**src/rtl/vend_pkg.sv**
```systemverilog
package vend_pkg;

    // Money is counted in units of this many cents.
    localparam int UNIT_CENTS  = 5;
    // Price in units (50 cents).
    localparam int PRICE_UNITS = 10;
    localparam int N_COINS     = 3;

    // Strobe vector positions.
    typedef enum int {
        COIN_BIG   = 0,
        COIN_MID   = 1,
        COIN_SMALL = 2
    } coin_slot_e;

    // Value of each coin slot, in units.
    function automatic int coin_units(input int slot);
        case (slot)
            COIN_BIG:   coin_units = 5;
            COIN_MID:   coin_units = 2;
            default:    coin_units = 1;
        endcase
    endfunction

endpackage

```
**src/rtl/vend_coin_decode.sv**
```systemverilog
module vend_coin_decode #(
    parameter int N  = 3,
    parameter int UW = 4
) (
    input  logic [N-1:0]  strobe_i,
    output logic [UW-1:0] add_units_o,
    output logic          single_o
);
    logic [UW-1:0] masked [N];

    for (genvar g = 0; g < N; g++) begin : g_slot
        localparam logic [UW-1:0] VAL = UW'(vend_pkg::coin_units(g));
        assign masked[g] = strobe_i[g] ? VAL : '0;
    end

    always_comb begin
        add_units_o = '0;
        for (int i = 0; i < N; i++) begin
            add_units_o = add_units_o | masked[i];
        end
        single_o = ($countones(strobe_i) == 1);
    end

endmodule

```
**src/rtl/vend_step.sv**
```systemverilog
module vend_step #(
    parameter int UW          = 4,
    parameter int PRICE_UNITS = 10
) (
    input  logic [UW-1:0] total_i,
    input  logic [UW-1:0] add_i,
    input  logic          take_i,
    output logic [UW-1:0] next_o,
    output logic          hit_o,
    output logic [UW-1:0] excess_o
);
    localparam logic [UW-1:0] PRICE = UW'(PRICE_UNITS);

    logic [UW-1:0] sum;

    always_comb begin
        sum      = total_i + (take_i ? add_i : '0);
        hit_o    = (sum >= PRICE);
        excess_o = hit_o ? (sum - PRICE) : '0;
        next_o   = hit_o ? '0 : sum;
    end

endmodule

```
**src/rtl/coin_vend_ctrl.sv**
```systemverilog
module coin_vend_ctrl #(
    parameter  int UNIT_CENTS  = vend_pkg::UNIT_CENTS,
    parameter  int PRICE_UNITS = vend_pkg::PRICE_UNITS,
    localparam int MAX_UNITS   = PRICE_UNITS - 1 + vend_pkg::coin_units(vend_pkg::COIN_BIG),
    localparam int UW          = $clog2(MAX_UNITS + 1),
    localparam int CW          = $clog2(MAX_UNITS * UNIT_CENTS + 1)
) (
    input  logic          clk,
    input  logic          rst,
    input  logic          coin_25,
    input  logic          coin_10,
    input  logic          coin_5,
    output logic [CW-1:0] total_cents,
    output logic          vend,
    output logic [CW-1:0] change_cents
);
    localparam int N = vend_pkg::N_COINS;
    localparam logic [CW-1:0] UC = CW'(UNIT_CENTS);

    typedef struct packed {
        logic [UW-1:0] units;
        logic          vend;
        logic [UW-1:0] chg;
    } vend_state_t;

    vend_state_t st_d, st_q;

    logic [N-1:0]  strobe;
    logic [UW-1:0] add_units;
    logic          single;
    logic [UW-1:0] next_units;
    logic          hit;
    logic [UW-1:0] excess;

    always_comb begin
        strobe                        = '0;
        strobe[vend_pkg::COIN_BIG]    = coin_25;
        strobe[vend_pkg::COIN_MID]    = coin_10;
        strobe[vend_pkg::COIN_SMALL]  = coin_5;
    end

    vend_coin_decode #(.N(N), .UW(UW)) i_decode (
        .strobe_i    (strobe),
        .add_units_o (add_units),
        .single_o    (single)
    );

    vend_step #(.UW(UW), .PRICE_UNITS(PRICE_UNITS)) i_step (
        .total_i  (st_q.units),
        .add_i    (add_units),
        .take_i   (single),
        .next_o   (next_units),
        .hit_o    (hit),
        .excess_o (excess)
    );

    always_comb begin
        st_d       = st_q;
        st_d.units = next_units;
        st_d.vend  = hit;
        st_d.chg   = excess;
        if (rst) begin
            st_d = '0;
        end
    end

    always_ff @(posedge clk) begin
        st_q <= st_d;
    end

    assign total_cents  = CW'(st_q.units) * UC;
    assign vend         = st_q.vend;
    assign change_cents = CW'(st_q.chg) * UC;

endmodule

```
**config.mk**
```make
export PLATFORM = sky130hd
export DESIGN_NAME = coin_vend_ctrl
export DESIGN_NICKNAME = d
export VERILOG_FILES = /design/src/rtl/vend_pkg.sv /design/src/rtl/vend_coin_decode.sv /design/src/rtl/vend_step.sv /design/src/rtl/coin_vend_ctrl.sv
export SDC_FILE = /design/constraint.sdc
export NUM_CORES = 1
export LEC_CHECK = 0
export ABC_AREA = 1
export BUFFER_PORTS_ARGS = -buffer_cell sky130_fd_sc_hd__buf_4
export CORE_ASPECT_RATIO = 1.4
export CORE_MARGIN = 5
export CORE_UTILIZATION = 25
export DETAILED_ROUTE_END_ITERATION = 10
export GPL_TIMING_DRIVEN = 0
export PLACE_DENSITY_LB_ADDON = 0.25
export SYNTH_ARGS = -nofsm -noshare
export SYNTH_HDL_FRONTEND = slang
export SYNTH_SLANG_ARGS = --single-unit
```
**constraint.sdc**
```tcl
create_clock -name clk -period 2.35 [get_ports clk]
set_clock_uncertainty 0.15 [all_clocks]
set_input_delay 0.1175 -clock clk [delete_from_list [all_inputs] [get_ports clk]]
set_output_delay 0.1175 -clock clk [all_outputs]
set_load 0.02 [all_outputs]
```
# After elaboration in Yosys (flattened, before gate mapping)
# Cells that the tools add are included.
dict set report word_totals {
  register_bits 9
  in_bits 5
  output_inout_bits 15
  word_cells 20
}
dict set report op_classes {
  add_sub_neg 4
  mul 2
  n_lt_le_gt_ge 1
  eq_ne 1
  muxes 4
  bitwise 3
  n_reduce_logical 2
}
# op count
set op_table {}
lappend op_table {{adder 32 x 1 -> 32 bit} 1}
lappend op_table {{== test 32 x 2 -> 1 bit (second input constant)} 1}
lappend op_table {{multiplier 4 x 3 -> 7 bit (second input constant)} 2}
lappend op_table {{bitwise OR 4 bit} 2}
lappend op_table {{adder 4 bit} 1}
lappend op_table {{greater-or-equal comparator 4 bit (second input constant)} 1}
lappend op_table {{two-way mux 4 bit} 1}
lappend op_table {{OR reduction 2 bit} 2}
lappend op_table {{subtractor 4 bit (second input constant)} 1}
lappend op_table {{two-way mux 3 bit} 1}
lappend op_table {{adder 1 x 1 -> 2 bit} 1}
lappend op_table {{two-way mux 2 bit} 1}
lappend op_table {{two-way mux 1 bit} 1}
lappend op_table {{NOT 1 bit} 1}

# Logic depth before layout (Yosys ltp)
# Gate-level depths: netlist of the first run.
dict set report logic_depth {
  word_depth 8
  ltp_mapped 15
  ltp_nobuf 15
}

# Modules after synthesis
# A second synthesis of the first run with hierarchy kept.
dict set report hier_totals {
  hier_cells 120
  area_unflattened_um2 845.8
}
# mod n_inst cells_per_inst area_per_inst_um2
set modules_own_cells {}
lappend modules_own_cells {coin_vend_ctrl 1 62 506.7}
lappend modules_own_cells {vend_step 1 47 259.0}
lappend modules_own_cells {vend_coin_decode 1 11 80.1}

# Worst setup path before layout of the first run
# Ideal clock, no wire load.
dict set report synth_timing {
  path_type {input to register}
  start {input coin_25}
  end {register st_q[6] in the netlist's numbering}
  setup_ns 0.064
  arrival_ns 2.060
  required_ns 2.136
  slack_ns 0.076
  path_stages 13
  path_buffers 0
  path_cell_list {ha_1 ha_1 ha_1 nor2_1 nand2_1 a21oi_1 ha_1 fa_1 inv_1 nand3_2 nand3_2 nand2_2 nor2_1}
}
dict set report synth_between {
  elab_chain_len 7
}
# item line_no
set synth_rtl {}
lappend synth_rtl {{start: declaration} coin_vend_ctrl.sv:10} ;# input logic coin_25,
lappend synth_rtl {{adder 1 x 1 -> 2 bit (implied by the code) or two-way mux 3 bit (tied branches)} {vend_coin_decode.sv:21, vend_coin_decode.sv:13}}
lappend synth_rtl {{adder 32 x 1 -> 32 bit (implied by the code) or bitwise OR 4 bit (tied branches)} {vend_coin_decode.sv:21, vend_coin_decode.sv:19}}
lappend synth_rtl {{== test 32 x 2 -> 1 bit or bitwise OR 4 bit (tied branches)} {vend_coin_decode.sv:21, vend_coin_decode.sv:19}}
lappend synth_rtl {{two-way mux 4 bit *} vend_step.sv:17} ;# sum = total_i + (take_i ? add_i : '0);
lappend synth_rtl {{adder 4 bit *} vend_step.sv:17}
lappend synth_rtl {{via i_step.sum[1]} vend_step.sv:14} ;# logic [UW-1:0] sum;
lappend synth_rtl {{greater-or-equal comparator 4 bit} vend_step.sv:18} ;# hit_o = (sum >= PRICE);
lappend synth_rtl {{OR reduction 2 bit (no line)} n/a}
lappend synth_rtl {{end signal: assignment} coin_vend_ctrl.sv:68} ;# st_q <= st_d;
lappend synth_rtl {{end: declaration} coin_vend_ctrl.sv:26} ;# vend_state_t st_d, st_q;
# The timed path passes the listed nets; every way through them passes the cells marked *.
# A chain may end at the register's enable or synchronous reset.

# Final worst setup path of the first run
dict set report layout_timing {
  start {input coin_25}
  end {register st_q[2] in the netlist's numbering}
}
dict set report layout_between {
  elab_chain_len 8
}
# item line_no
set layout_rtl {}
lappend layout_rtl {{adder 1 x 1 -> 2 bit (implied by the code) or two-way mux 3 bit (tied branches)} {vend_coin_decode.sv:21, vend_coin_decode.sv:13}}
lappend layout_rtl {{adder 32 x 1 -> 32 bit (implied by the code) or bitwise OR 4 bit (tied branches)} {vend_coin_decode.sv:21, vend_coin_decode.sv:19}}
lappend layout_rtl {{== test 32 x 2 -> 1 bit or bitwise OR 4 bit (tied branches)} {vend_coin_decode.sv:21, vend_coin_decode.sv:19}}
lappend layout_rtl {{two-way mux 4 bit *} vend_step.sv:17}
lappend layout_rtl {{adder 4 bit *} vend_step.sv:17}
lappend layout_rtl {{greater-or-equal comparator 4 bit} vend_step.sv:18}
lappend layout_rtl {{NOT 1 bit (no line)} n/a}
lappend layout_rtl {{OR reduction 2 bit (no line)} n/a}
# Every way passes the cells marked *; elsewhere a longest branch is shown, timed or not.

==> results of run 1 <==
## flip-flops by register name, indices dropped and copies added (netlist names)
signal / cells
st_q: 8
vend: 1
## final timing paths
kind                                         start                  to  slack [ns]  depth (start not counted)
worst max register to register  st_q[5]$_SDFF_PP0_  st_q[2]$_SDFF_PP0_        0.50                          8
worst max-delay path                       coin_25  st_q[2]$_SDFF_PP0_        0.09                         14
worst min-delay path                           rst  st_q[8]$_SDFF_PP0_        0.06                          4
worst min register to register  st_q[8]$_SDFF_PP0_  st_q[8]$_SDFF_PP0_        0.56                          4
## layer usage
metal | vias up | track usage | part of all wire
met3 | 0 | 0.0136 | 0.043
met1 | 289 | 0.0619 | 0.33
li1 | 325 | - | -
met5 | - | 0 | 0
met4 | 0 | 0.0387 | 0
met2 | 15 | 0.150 | 0.63
## logic make-up after synthesis
kind of cell,synth area share
fa+ha+maj,0.346
xor+xnor,0.0227
compound gates,0.0243
flops,0.233
simple gates,0.228
buf+inv,0.146
## worst reg2reg max path: stages, from the launching register on
cell	delay, ns
dfxtp_1	0.34
ha_2	0.22
fa_2	0.40
inv_1	0.06
nand2_1	0.09
nand2_1	0.08
inv_1	0.05
ha_1	0.28
nor2_1	0.11
## power by group
| part | switching (uW) | leakage [uW] | internal [uW] | total (uW) |
|---|---|---|---|---|
| logic | 94.4 | 0.000476 | 74.0 | 168 |
| registers | 9.71 | 0.0000729 | 161 | 170 |
| clock network | 58.7 | 0.0000228 | 118 | 177 |
| total | 163 | 0.000571 | 353 | 515 |
## cells in the final DEF, fill, tap and decap left out, types with 2 or more instances in the layout
cell / instances
a21oi_2: 2
buf_4: 25
clkbuf_8: 3
dfxtp_1: 9
fa_1: 3
ha_1: 12
ha_2: 2
inv_1: 19
inv_2: 3
nand2_1: 7
nand2_2: 4
nand3_1: 5
nand3_2: 2
nand3_4: 2
nor2_1: 11
xnor2_1: 2
## what timing repair did
action                                  in CTS  in global routing
gates resized for setup                      0                  9
endpoints found under the setup margin       0                  9
setup buffers                                0                  2
## metrics by stage
step | setup WS (ns) | power (uW) | hold slack, ns | cells
floorplan | 0.0761 | 281 | 0.196 | 92
global placement | -0.202 | 322 | 0.296 | 150
detailed placement | -0.240 | 326 | 0.301 | 150
CTS | 0.00564 | 504 | 0.0641 | 154
global route | -0.0145 | 549 | 0.0837 | 156
finish | 0.0859 | 515 | 0.0602 | 156
## final cells by class
type | instances | area [sq um]
plain buffers | 4 | 30.0
clock buffers | 4 | 45.0
fillers | 349 | 2000
inverters | 22 | 82.6
multi-input cells | 57 | 514
flip-flops and latches | 9 | 180
well taps | 39 | 48.8
repair buffers | 21 | 158
==> flow_summary.json, run 1 <==
{
  "hpwl_um": 1290,
  "report.final.setup_viol": 0,
  "leakage_uw": 0.000571,
  "crit_slowest_cell": "fa_1",
  "finalCoreUtilization": 0.346,
  "outcome": "finished, final reports clean",
  "cts_tree": "done",
  "maxSlewHeadroom": 0.847,
  "design_area_sq_um": 1060,
  "start_util": 0.252,
  "antennaDiodeCount": 0,
  "synth_most_common_cell": "inv_1",
  "row_count": 24,
  "ant_nets": 0,
  "track_usage": 0.0713,
  "synthTopCellsByArea": "ha_1, dfxtp_1, fa_1",
  "drv_cap": 0,
  "grt_overflow": 0,
  "crit_path_start_kind": "primary input",
  "path_buf_inv": 4,
  "syn-cell-area_sq_um": 773,
  "critPathMaxFanout": 3,
  "gp_congestion": 0.737,
  "yosysWarnings": 0,
  "peakVddDrop_uv": 126,
  "slew_viol_final": 0,
  "tightest_slew_ns": 0.229,
  "ys_seq_area_frac": 0.233,
  "synth-edff-count": 0,
  "routed_wirelength_um": 1470,
  "grt_max_degree": 6,
  "ys_ff_latch": 9,
  "end_kind": "flop",
  "root_buffer": "clkbuf_8",
  "wl_per_cell_um": 9.42,
  "tns_ns": 0,
  "async_reset_ff_frac": 0,
  "fp.dieW_um": 57,
  "clk_pin_slew_worst_paths_ns": 0.05,
  "crit_top_cell": "nand2_1",
  "finalHoldViolCount": 0,
  "ctsHoldBuffers": 0,
  "remaining_drc_errors": 0,
  "period_minus_slack_ns": 2.26,
  "required_ns": 2.37,
  "die-area_sq_um": 4320,
  "viasPerCell": 4.03,
  "cts_max_path_buffers": 2,
  "grt_pass1_vias": 575,
  "vias": 629,
  "synthesis.nets": 116,
  "fp.dieH_um": 75.8,
  "synth_commonest_cells": "inv_1, ha_1, nor2_1",
  "cts_sinks": 9,
  "synth_top_area_frac": 0.243,
  "slowest_delay_ns": 0.55,
  "path_cells": "buf_4 > inv_2 > fa_1 > nor2_2 > nand2_1 > a21oi_2 > ha_2 > fa_2 > inv_1 > nand2_1 > nand2_1 > inv_1 > ha_1 > nor2_1",
  "syn_area_per_cell_sq_um": 8.40,
  "placed_cell_area_sq_um": 965,
  "synthDistinctLibCells": 16,
  "drt_iter0_markers": 7,
  "synth_top_area_cell": "ha_1",
  "min_path_type": "in -> reg",
  "critPathKind": "in -> reg",
  "fin_nets": 142,
  "firstDrtPassIters": 4,
  "cts-buffers-inserted": 3,
  "clk_latency_ns": 0.23,
  "cpLargestDelayFamily": "adder cells",
  "fin_crit_sh": 0.963,
  "drive_above_1_share": 0.393,
  "cp.arrival_ns": 2.28,
  "area_delta_synth_final_pct": 36.9,
  "powerDensity_nw_per_um2": 487,
  "syn_inst": 92,
  "antenna_found_initial": 0,
  "io_pins": 20,
  "grt_pass1_wl_um": 2380,
  "fmax_ghz": 0.442,
  "core-area_sq_um": 3060,
  "portBuffers": 19,
  "yosys_most_used_dff": "dfxtp_1",
  "htreeDepth": 1
}
Note: power is estimated with default switching activity, not from simulation.
==> inputs of run 2 (changes only) <==
- BUFFER_PORTS_ARGS: -buffer_cell sky130_fd_sc_hd__buf_4 -> not set
- DONT_BUFFER_PORTS: not set -> 1
- REMOVE_ABC_BUFFERS: not set -> 1
==> run 2 against run 1 <==
The run now ends with hold timing left. Worst setup slack better by 0.054 ns. Total power is 8.9% lower. Hold slack worse by 0.068 ns. Register-to-register slack worse by 0.09 ns. Utilization is 6.7 points lower. Cell area is 19% lower. First-iteration DRC count is 57% lower. Sequential share of layout area is 4.1 points higher. Global-route usage is 0.18 points higher. Wire length is 9.1% lower. Largest cell class unchanged.
==> flow_summary.json, run 2 (same netlist as run 1, synthesis figures left out) <==
{
  "cp-startpoint": "st_q[6]$_SDFF_PP0_",
  "viasPerCell": 4.05,
  "largest_reg_flops": 8,
  "comb_power_share": 0.251,
  "ctsHoldBuffers": 0,
  "multi_input_area_sq_um": 497,
  "drive_above_1_share": 0.196,
  "tightest_slew_ns": 0.498,
  "powerDensity_nw_per_um2": 550,
  "fp.dieH_um": 75.8,
  "violations": "hold timing",
  "r2r-end": "st_q[7]$_SDFF_PP0_",
  "pwr-share-clk": 0.369,
  "fp.dieW_um": 57,
  "path_cells": "ha_1 > ha_1 > inv_1 > fa_1 > inv_1",
  "routed_wirelength_um": 1340,
  "finalWorstSetupSlack_ns": 0.140,
  "critPathMaxFanout": 4,
  "antennaDiodeCount": 0,
  "area_delta_synth_final_pct": 10.4,
  "min_path_type": "in -> reg",
  "report.final.setup_viol": 0,
  "row_count": 24,
  "grt_pass1_vias": 569,
  "cts_tree": "done",
  "internal-power_uw": 320,
  "crit_slowest_cell": "dfxtp_1",
  "hpwl_um": 1200,
  "cp.arrival_ns": 1.94,
  "setup.worst_path.end": "total_cents[4]",
  "drv_cap": 0,
  "fin_nets": 117,
  "clk_latency_ns": 0.23,
  "layout_commonest_cell": "inv_1",
  "layout_common_cells": "inv_1, ha_1, nor2_1",
  "layout.cells.non_filler": 131,
  "period_minus_slack_ns": 2.21,
  "vias": 531,
  "rsz0062_at_grt": "false",
  "peakVddDrop_uv": 178,
  "root_buffer": "clkbuf_8",
  "slowest_delay_ns": 0.56,
  "cts_sinks": 9,
  "rr_worst_depth": 7,
  "grt_pass1_wl_um": 2430,
  "start_util": 0.252,
  "outcome": "finished, violations left",
  "portBuffers": 0,
  "io_pins": 20,
  "finalHoldViolCount": 1,
  "fin_hold_ws_ns": -0.00793,
  "maxSlewHeadroom": 0.665,
  "end_kind": "output port",
  "cts-buffers-inserted": 3,
  "largest_register": "st_q",
  "die-area_sq_um": 4320,
  "grt_max_degree": 6,
  "core-area_sq_um": 3060,
  "fmax_ghz": 0.453,
  "gp_congestion": 0.727,
  "crit_path_start_kind": "flop",
  "grt_overflow": 0,
  "p_sw_uw": 150,
  "track_usage": 0.0730,
  "register_area_sq_um": 180,
  "fin_crit_sh": 0.940,
  "reg2reg_from": "st_q[5]$_SDFF_PP0_",
  "p_seq_frac": 0.379,
  "drt_iter0_markers": 3,
  "ant_nets": 0,
  "fillerInstances": 343,
  "p_sw_frac": 0.319,
  "wl_per_cell_um": 10.2,
  "remaining_drc_errors": 0,
  "leakage_uw": 0.000450,
  "post-place-cells": 127,
  "htreeDepth": 1,
  "place_worst_setup_slack_ns": -0.186,
  "holdPathStages": 3,
  "post_cts_buffers": 0,
  "placed_cell_area_sq_um": 792,
  "clk_pin_slew_worst_paths_ns": 0.04,
  "rrSetupSlack_ns": 0.41,
  "firstDrtPassIters": 3,
  "required_ns": 2.08,
  "cts_max_path_buffers": 2,
  "critPathKind": "reg -> out",
  "antenna_found_initial": 0,
  "design_area_sq_um": 853,
  "slew_viol_final": 0,
  "cts.repair.resized": 0
}
run 2: layer usage:
layer | global-route usage | routed length, um | vias to the layer above
met2 | 0.139 | 752 | 13
met3 | 0.0237 | 98 | 0
met4 | 0.0387 | 0 | 0
met5 | 0 | 0 | -
li1 | - | - | 276
met1 | 0.0700 | 485 | 242
run 2: power groups by stage:
| stage | Clock (uW) | Sequential (uW) | Combinational, uW |
|---|---|---|---|
| 2_1_floorplan | 0 | 176 | 98.7 |
| 3_3_place_gp | 0 | 181 | 116 |
| 3_5_place_dp | 0 | 181 | 117 |
| 4_1_cts | 177 | 179 | 117 |
| 5_1_grt | 191 | 180 | 133 |
| 6_report | 173 | 178 | 118 |
run 2: final cells by class:
class | instances | share of cell area
clock buffer | 4 | 0.0528
inverter | 22 | 0.0968
multi-input combinational | 57 | 0.582
sequential | 9 | 0.211
tap | 39 | 0.0572
run 2: critical path, delay by kind of cell, from the launching register on:
family / cells / cell delay (ns)
flops: 1 / 0.56
fa+ha+maj: 3 / 0.92
buf+inv: 2 / 0.24
run 2: stage by stage:
step                      utilization  total power [uW]  setup TNS [ns]
after floorplan                     -               275               0
after global placement          0.259               297          -0.936
after detailed placement        0.259               298           -1.29
after CTS                       0.273               473               0
after global routing            0.279               504               0
final                           0.279               469               0
run 2: how the worst min path moves through the flow:
| stage | start | endpoint | slack (ns) |
|---|---|---|---|
| global placement | rst | st_q[8]$_SDFF_PP0_ | 0.24 |
| floorplan | rst | st_q[8]$_SDFF_PP0_ | 0.20 |
| CTS | rst | st_q[8]$_SDFF_PP0_ | 0.00003 |
| detailed placement | rst | st_q[8]$_SDFF_PP0_ | 0.24 |
| global route | rst | st_q[8]$_SDFF_PP0_ | 0.02 |
| finish | rst | st_q[8]$_SDFF_PP0_ | -0.008 |
==> inputs of run 3 (changes only) <==
- BUFFER_PORTS_ARGS: not set -> -buffer_cell sky130_fd_sc_hd__buf_4
- DONT_BUFFER_PORTS: 1 -> not set
- clock period: 2.35 -> 2.4 ns (I/O delays scaled with it)
==> run 3 against run 2 <==
The flow now finishes without violations. Non-clock buffer count up 20. Global-route usage about the same. Total power up 5.1%. Largest cell class unchanged. Highest routed layer is now met4.
==> flow_summary.json, run 3 (same netlist as run 1, synthesis figures left out) <==
{
  "hpwl_um": 1240,
  "crit_path_start_kind": "primary input",
  "antennaDiodeCount": 0,
  "slowest_delay_ns": 0.53,
  "critPathMaxFanout": 3,
  "area_delta_synth_final_pct": 30.4,
  "crit_slowest_cell": "fa_1",
  "drv_cap": 0,
  "core-area_sq_um": 3060,
  "fp.dieH_um": 75.8,
  "maxSlewHeadroom": 0.835,
  "gp_congestion": 0.731,
  "leakage_uw": 0.000547,
  "cts_max_path_buffers": 2,
  "clk_latency_ns": 0.23,
  "fin_nets": 137,
  "fin_crit_sh": 0.933,
  "vias": 608,
  "grt_overflow": 0,
  "viasPerCell": 4.03,
  "holdPathStages": 4,
  "cp.arrival_ns": 2.26,
  "routed_wirelength_um": 1380,
  "path_cells": "buf_4 > inv_1 > fa_1 > nor2_1 > nand2_1 > a21oi_2 > ha_2 > fa_2 > inv_1 > nand2_1 > nand2_1 > inv_1 > ha_1 > nor2_1",
  "root_buffer": "clkbuf_8",
  "grt_pass1_vias": 641,
  "grt_max_degree": 6,
  "drive_above_1_share": 0.348,
  "antenna_found_initial": 0,
  "required_ns": 2.42,
  "period_minus_slack_ns": 2.24,
  "ant_nets": 0,
  "clk_pin_slew_worst_paths_ns": 0.04,
  "start_util": 0.252,
  "layout_common_cells": "inv_1, buf_4, ha_1",
  "firstDrtPassIters": 3,
  "grt_pass1_wl_um": 2440,
  "htreeDepth": 1,
  "end_kind": "flop",
  "rr_worst_depth": 8,
  "critPathKind": "in -> reg",
  "cts_sinks": 9,
  "portBuffers": 19,
  "min_path_type": "in -> reg",
  "slew_viol_final": 0,
  "powerDensity_nw_per_um2": 489,
  "io_pins": 20,
  "fp.dieW_um": 57,
  "finalWorstSetupSlack_ns": 0.160,
  "rsz0062_at_grt": "true",
  "track_usage": 0.0728,
  "largest_register": "st_q",
  "die-area_sq_um": 4320,
  "fillerInstances": 349,
  "largest_reg_flops": 8,
  "cts_tree": "done",
  "row_count": 24,
  "place_worst_setup_slack_ns": -0.248,
  "cts-buffers-inserted": 3,
  "finalHoldViolCount": 0,
  "tightest_slew_ns": 0.247,
  "peakVddDrop_uv": 191,
  "fmax_ghz": 0.447,
  "report.final.setup_viol": 0,
  "remaining_drc_errors": 0,
  "outcome": "finished, final reports clean",
  "finalCoreUtilization": 0.329,
  "drt_iter0_markers": 6,
  "wl_per_cell_um": 9.12
}
run 3: changes by cell type in the layout (fill, tap and decap cells not counted), sizes merged:
cell  change
buf      +20
run 3: timing repair:
item	in CTS	in global routing
gates cloned	0	0
hold endpoints to repair	0	0
setup buffers	1	0
hold buffers	0	0
pin swaps	0	6
gates resized for setup	1	6
setup endpoints to repair	1	9
run 3: worst paths after layout:
check / start / to / slack (ns)
setup / recovery: coin_25 / st_q[2]$_SDFF_PP0_ / 0.16
hold / removal: rst / st_q[8]$_SDFF_PP0_ / 0.08
setup reg to reg: st_q[5]$_SDFF_PP0_ / st_q[2]$_SDFF_PP0_ / 0.56
hold reg to reg: st_q[8]$_SDFF_PP0_ / vend$_SDFF_PP0_ / 0.55
run 3: stage by stage:
| stage | TNS [ns] | cell area [sq um] | total power (uW) | std cells | hold WS, ns |
|---|---|---|---|---|---|
| 4_1_cts | 0 | 990 | 493 | 151 | 0.0827 |
| 3_3_place_gp | -1.61 | 935 | 312 | 146 | 0.322 |
| 3_5_place_dp | -1.76 | 935 | 316 | 146 | 0.323 |
| 5_1_grt | -0.0115 | 1010 | 525 | 151 | 0.0879 |
| 2_1_floorplan | 0 | 743 | 269 | 88 | 0.198 |
| 6_report | 0 | 1010 | 493 | 151 | 0.0752 |
run 3: layer usage:
layer  part of all wire  up-vias  track usage
met5                  0        -            0
met4             0.0087        0       0.0541
met3              0.046        2       0.0102
met2               0.58       15        0.151
met1               0.36      274       0.0612
li1                   -      317            -
run 3: power breakdown:
group	total [uW]	internal (uW)	switching, uW
Sequential	167	157	9.82
Clock	172	115	57.0
Combinational	154	61.7	92.0
Total	493	334	159
run 3: final cells by class:
cell class / instances / area, sq um / share of cell area
Sequential cell: 9 / 180 / 0.179
Multi-Input combinational cell: 57 / 502 / 0.498
Tap cell: 39 / 48.8 / 0.0484
Clock buffer: 4 / 45.0 / 0.0447
Inverter: 22 / 82.6 / 0.0819
Timing Repair Buffer: 20 / 150 / 0.149
run 3: critical path: cells and delay by family:
kind	cells	cell delay (ns)
fa+ha+maj	4	1.41
simple gates	5	0.41
buf+inv	4	0.28
compound gates	1	0.04
